## src/rtl/serial_frame_tx.sv

```systemverilog
module serial_frame_tx #(
  parameter int DATA_W = 8
) (
  input  logic              clk,
  input  logic              rst_n,
  input  logic              bit_tick,
  input  logic [2:0]        word_sel,
  input  logic              msb_first,
  input  logic              load,
  input  logic [DATA_W-1:0] load_data,
  input  logic              addr_flag,
  output logic              ser_out,
  output logic              sclk_out,
  output logic              busy,
  output logic              done
);
  localparam int FRAME_W = DATA_W + 3;
  localparam int CNT_W   = $clog2(FRAME_W + 1);
  localparam logic [2:0] WS_SYNC  = 3'b000;
  localparam logic [2:0] WS_PLAIN = 3'b010;
  localparam logic [2:0] WS_EVEN  = 3'b100;
  localparam logic [2:0] WS_ODD   = 3'b101;
  localparam logic [2:0] WS_MDROP = 3'b110;

  logic [DATA_W-1:0]  ordered;
  logic [FRAME_W-1:0] frame_new, shreg;
  logic [CNT_W-1:0]   len_new, remain;
  logic               fmt_ok, sync_q, accept;

  always_comb
    for (int i = 0; i < DATA_W; i++)
      ordered[i] = msb_first ? load_data[DATA_W-1-i] : load_data[i];

  always_comb begin
    fmt_ok    = 1'b1;
    frame_new = '1;
    len_new   = CNT_W'(FRAME_W);
    case (word_sel)
      WS_SYNC: begin
        frame_new = {3'b111, ordered};
        len_new   = CNT_W'(DATA_W);
      end
      WS_PLAIN: begin
        frame_new = {2'b11, ordered, 1'b0};
        len_new   = CNT_W'(DATA_W + 2);
      end
      WS_EVEN:  frame_new = {1'b1, ^load_data, ordered, 1'b0};
      WS_ODD:   frame_new = {1'b1, ~^load_data, ordered, 1'b0};
      WS_MDROP: frame_new = {1'b1, addr_flag, ordered, 1'b0};
      default: begin
        fmt_ok  = 1'b0;
        len_new = '0;
      end
    endcase
  end

  assign accept = load & ~busy & fmt_ok;

  always_ff @(posedge clk) begin
    if (!rst_n) begin
      shreg  <= '1;
      remain <= '0;
      busy   <= 1'b0;
      done   <= 1'b0;
      sync_q <= 1'b0;
    end else begin
      done <= 1'b0;
      if (accept) begin
        shreg  <= frame_new;
        remain <= len_new;
        busy   <= 1'b1;
        sync_q <= (word_sel == WS_SYNC);
      end else if (busy && bit_tick) begin
        shreg  <= {1'b1, shreg[FRAME_W-1:1]};
        remain <= remain - CNT_W'(1);
        if (remain == CNT_W'(1)) begin
          busy <= 1'b0;
          done <= 1'b1;
        end
      end
    end
  end

  assign ser_out  = busy ? shreg[0] : 1'b1;
  assign sclk_out = busy & sync_q & bit_tick;
endmodule

```

## config.mk

```make
export PLATFORM = sky130hd
export DESIGN_NAME = serial_frame_tx
export DESIGN_NICKNAME = d
export VERILOG_FILES = /design/src/rtl/serial_frame_tx.sv
export SDC_FILE = /design/constraint.sdc
export NUM_CORES = 1
export LEC_CHECK = 0
export BUFFER_PORTS_ARGS = -buffer_cell sky130_fd_sc_hd__buf_2
export CAP_MARGIN = 20
export CORE_MARGIN = 2
export CORE_UTILIZATION = 50
export CTS_CLUSTER_DIAMETER = 60
export DETAILED_ROUTE_END_ITERATION = 10
export PLACE_DENSITY = 0.75
export SKIP_LAST_GASP = 1
export SLEW_MARGIN = 10
export SYNTH_ARGS = -nofsm -noshare
export SYNTH_HDL_FRONTEND = slang
export SYNTH_SLANG_ARGS = --single-unit
```

## constraint.sdc

```tcl
create_clock -name clk -period 2.6 [get_ports clk]
set_input_delay 0.13 -clock clk [delete_from_list [all_inputs] [get_ports clk]]
set_output_delay 0.13 -clock clk [all_outputs]
set_load 0.005 [all_outputs]
```

==> report_table.html <==
<table>
<tr><th>Metric</th><th>Value</th></tr>
<tr><th colspan="2">Pwr</th></tr>
<tr><td>Overall Power</td><td>0.607 mW</td></tr>
<tr><td>Static leakage power</td><td>0.567 nW</td></tr>
<tr><td>PwrDens</td><td>481 mW/mm^2</td></tr>
<tr><td>Worst ir drop on vdd</td><td>0.253 mV</td></tr>
<tr><th colspan="2">Final layout</th></tr>
<tr><td>Post-layout util</td><td>0.582</td></tr>
<tr><td>Number of cells in the finished layout apart from fillers</td><td>175</td></tr>
<tr><td>Nets</td><td>167</td></tr>
<tr><td>Fraction of final layout cells with drive strength greater than 1</td><td>0.265</td></tr>
<tr><td>Non-Filler Cell Area, Final</td><td>0.00126 sq mm</td></tr>
<tr><td>Count of antenna diodes in the layout</td><td>0</td></tr>
<tr><td>Layout overhead on the synthesized area</td><td>11.5%</td></tr>
<tr><th colspan="2">Floorplanning</th></tr>
<tr><td>Starting density of the core</td><td>0.522</td></tr>
<tr><td>Core Footprint</td><td>0.00217 sq mm</td></tr>
<tr><td>Die Wd</td><td>51.6 microns</td></tr>
<tr><td>Overall die area</td><td>0.00266 sq mm</td></tr>
<tr><td>Floorplan die height</td><td>51.6 microns</td></tr>
<tr><td>Number of placed I/O pins</td><td>21</td></tr>
<tr><td>Number of standard-cell rows in the floorplan</td><td>17</td></tr>
<tr><th colspan="2">Min path</th></tr>
<tr><td>Worst Hold Class</td><td>in2reg</td></tr>
<tr><td>Origin of the worst min-delay path</td><td>rst_n</td></tr>
<tr><td>Cell depth of the worst hold path</td><td>2</td></tr>
<tr><td>Hold Path Sink</td><td>shreg[9]$_SDFFE_PN1P_</td></tr>
<tr><th colspan="2">Clocking</th></tr>
<tr><td># Post-CTS Setup Buffers</td><td>0</td></tr>
<tr><td>Latest clock arrival within the worst-skew pair</td><td>290 ps</td></tr>
<tr><td>CTS Buf Count</td><td>3</td></tr>
<tr><td>Clk buf depth</td><td>2</td></tr>
<tr><td>CTS Hold Bufs</td><td>0</td></tr>
<tr><td>Clock transition time at the flip-flop clock pins of the worst setup and hold paths</td><td>100 ps</td></tr>
<tr><td>Root buffer cell</td><td>sky130_fd_sc_hd__clkbuf_4</td></tr>
<tr><td>Resized cells post-CTS</td><td>0</td></tr>
<tr><td>TritonCTS clock tree</td><td>done</td></tr>
<tr><td>Clock net sink count</td><td>17</td></tr>
<tr><td>H-tree depth</td><td>1</td></tr>
<tr><th colspan="2">Critical path</th></tr>
<tr><td>Setup crit start kind</td><td>register</td></tr>
<tr><td>Cell type of the slowest stage on the worst timing path</td><td>sky130_fd_sc_hd__nor4b_1</td></tr>
<tr><td>Top fanout value on the critical path</td><td>13</td></tr>
<tr><td>Flop-to-flop setup slack</td><td>1080 ps</td></tr>
<tr><td>Reg-to-reg critical path startpoint</td><td>busy$_SDFFE_PN0P_</td></tr>
<tr><td>Endpoint of the worst register-to-register path</td><td>done$_SDFF_PP0_</td></tr>
<tr><td>Largest stage delay on the critical path</td><td>490 ps</td></tr>
<tr><td>Required time worst endpoint</td><td>2840 ps</td></tr>
<tr><td>Largest delay contributor family on the critical path</td><td>simple AND/OR/NAND/NOR gates</td></tr>
<tr><td>Crit path DAT</td><td>1760 ps</td></tr>
<tr><td>Setup Crit Path Kind</td><td>reg2reg</td></tr>
<tr><td>Number of cells on the worst reg-to-reg path</td><td>3</td></tr>
<tr><td>Critical path buffer and inverter count</td><td>0</td></tr>
<tr><td>CP endpoint kind</td><td>register</td></tr>
<tr><td>Cells traversed along the worst timing path</td><td>nand2_1 -&gt; nor4b_1 -&gt; and3_1</td></tr>
<tr><th colspan="2">Yosys</th></tr>
<tr><td>Largest cells by area after synthesis</td><td>sky130_fd_sc_hd__dfxtp_1, sky130_fd_sc_hd__nand2_1, sky130_fd_sc_hd__and3_1</td></tr>
<tr><td>Synthesized Nets</td><td>148</td></tr>
<tr><td>Number of warnings printed during yosys synthesis</td><td>0</td></tr>
<tr><td>Share of synthesized flip-flops with an asynchronous set or reset</td><td>0</td></tr>
<tr><td>Netlist Area Pre-Place</td><td>0.00113 sq mm</td></tr>
<tr><td>Dominant cell type by area after synthesis</td><td>sky130_fd_sc_hd__dfxtp_1</td></tr>
<tr><td>Cell with the most instances after synthesis</td><td>sky130_fd_sc_hd__nand2_1</td></tr>
<tr><td>Synth Flop Type</td><td>sky130_fd_sc_hd__dfxtp_1</td></tr>
<tr><td>Average instance area after synthesis</td><td>8.79 sq um</td></tr>
<tr><td>Cell types with the highest counts after synthesis</td><td>sky130_fd_sc_hd__nand2_1, sky130_fd_sc_hd__dfxtp_1, sky130_fd_sc_hd__and3_1, sky130_fd_sc_hd__o21ai_1, sky130_fd_sc_hd__xnor2_1</td></tr>
<tr><td>Flip-flop and latch count after synthesis</td><td>17</td></tr>
<tr><td>Portion of the post-synthesis area used by sequential elements</td><td>0.300</td></tr>
<tr><td>Top cell type's share of synthesized area</td><td>0.300</td></tr>
<tr><td>Number of unique standard cell types used by synthesis</td><td>41</td></tr>
<tr><td>Mapped Cells</td><td>129</td></tr>
<tr><td>Number of synthesized flops with an enable pin</td><td>0</td></tr>
<tr><th colspan="2">STA</th></tr>
<tr><td>Maximum clock frequency</td><td>658 MHz</td></tr>
<tr><td>Time the worst path needs with I/O delays and setup</td><td>1520 ps</td></tr>
<tr><td>Hold Violations, Final</td><td>0</td></tr>
<tr><td>Final period util</td><td>0.585</td></tr>
<tr><td>Fin Setup TNS</td><td>0 ps</td></tr>
<tr><td>Final-report setup violation count</td><td>0</td></tr>
<tr><td>Slew of the pin with the lowest slew margin</td><td>821 ps</td></tr>
<tr><td>Worst setup skew after layout</td><td>6.73 ps</td></tr>
<tr><td>Slew Limit Headroom</td><td>0.452</td></tr>
<tr><td>Smallest setup slack after layout</td><td>1080 ps</td></tr>
<tr><td>Hold slack</td><td>125 ps</td></tr>
<tr><td>Max-slew violation total from the final report</td><td>0</td></tr>
<tr><td>RSZ-0062 raised after global routing</td><td>no</td></tr>
<tr><th colspan="2">Global routing</th></tr>
<tr><td>Vias in the first global route</td><td>917</td></tr>
<tr><td>Largest net degree at the start of global routing</td><td>23</td></tr>
<tr><td>Antenna violations before repair</td><td>0</td></tr>
<tr><td>First-pass GRT wire length</td><td>4.03 mm</td></tr>
<tr><td>Aggregate global-route resource usage</td><td>0.200</td></tr>
<tr><td>Sum of overflow across all layers after global routing</td><td>0</td></tr>
<tr><th colspan="2">Placed design</th></tr>
<tr><td>Post-detailed-placement half-perimeter wirelength</td><td>1.71 mm</td></tr>
<tr><td>Worst slack at placement</td><td>1080 ps</td></tr>
<tr><td>Post-Place Cell Area</td><td>0.00124 sq mm</td></tr>
<tr><td>Input/output buffers</td><td>20</td></tr>
<tr><td>Global placement routability congestion</td><td>0.794</td></tr>
<tr><td>Cell count after placement</td><td>171</td></tr>
<tr><th colspan="2">Detailed routing</th></tr>
<tr><td>Detailed Route Iter0 Violations</td><td>19</td></tr>
<tr><td>Via count normalized by instance count</td><td>5.64</td></tr>
<tr><td>Length of the first detailed-routing pass in iterations</td><td>4</td></tr>
<tr><td>DRC viols</td><td>0</td></tr>
<tr><td>Routed wirelength normalized by instance count</td><td>13.8 microns</td></tr>
<tr><td>Routed via count</td><td>987</td></tr>
<tr><td>Wire length after detailed routing</td><td>2.41 mm</td></tr>
<tr><td>Remaining antenna violation count</td><td>0</td></tr>
<tr><th colspan="2">Status</th></tr>
<tr><td>Result of the run</td><td>finished, final reports clean</td></tr>
<tr><th colspan="2">Flow run</th></tr>
<tr><td>Total of max-cap violations</td><td>0</td></tr>
</table>
final cells by class:
class | count | area, sq um
clock buffers | 4 | 26.3
fillers | 217 | 906
well taps | 28 | 35.0
multi-input cells | 99 | 732
flip-flops and latches | 17 | 340
inverters | 6 | 22.5
repair buffers | 21 | 108
logic make-up after synthesis:
kind of cell	share of synthesized area
fa+ha+maj	0.0221
mux	0.108
flops	0.300
compound gates	0.196
simple gates	0.230
buf+inv	0.0541
xor+xnor	0.0894
registers in the layout (all words and copies together), names as in the netlist:
register,flops
busy,1
sync_q,1
done,1
shreg,10
remain,4
metal layers:
layer | part of all wire | vias up | global-route usage
li1 | - | 500 | -
met1 | 0.48 | 460 | 0.255
met2 | 0.47 | 21 | 0.321
met3 | 0.035 | 6 | 0.0374
met4 | 0.017 | 0 | 0.105
met5 | 0 | - | 0
report_power, final:
part	switching [mW]	internal [mW]
clock network	0.0801	0.0597
logic	0.0869	0.0832
registers	0.0154	0.282
worst max-delay path by stage:
| stage | from | end | slack [ps] | cells past startpoint |
|---|---|---|---|---|
| after global routing | busy$_SDFFE_PN0P_ | done$_SDFF_PP0_ | 860 | 3 |
| after global placement | word_sel[2] | shreg[1]$_SDFFE_PN1P_ | 1080 | 5 |
| after CTS | busy$_SDFFE_PN0P_ | shreg[8]$_SDFFE_PN1P_ | 1100 | 4 |
| after floorplan | busy$_SDFFE_PN0P_ | shreg[0]$_SDFFE_PN1P_ | 1360 | 4 |
| final | busy$_SDFFE_PN0P_ | done$_SDFF_PP0_ | 1080 | 3 |
| after detailed placement | word_sel[2] | shreg[8]$_SDFFE_PN1P_ | 1080 | 5 |
placed cells by master (no fill, tap or decap), drive strengths merged, types with 5 or more instances in the layout:
cell	synthesis	routed
nor2	5	5
inv	6	6
buf	6	21
nand2	21	21
dfxtp	17	17
o21ai	9	9
mux2	6	6
and3	10	10
xnor2	7	7
a221oi	6	6
Note: power is estimated with default switching activity, not from simulation.
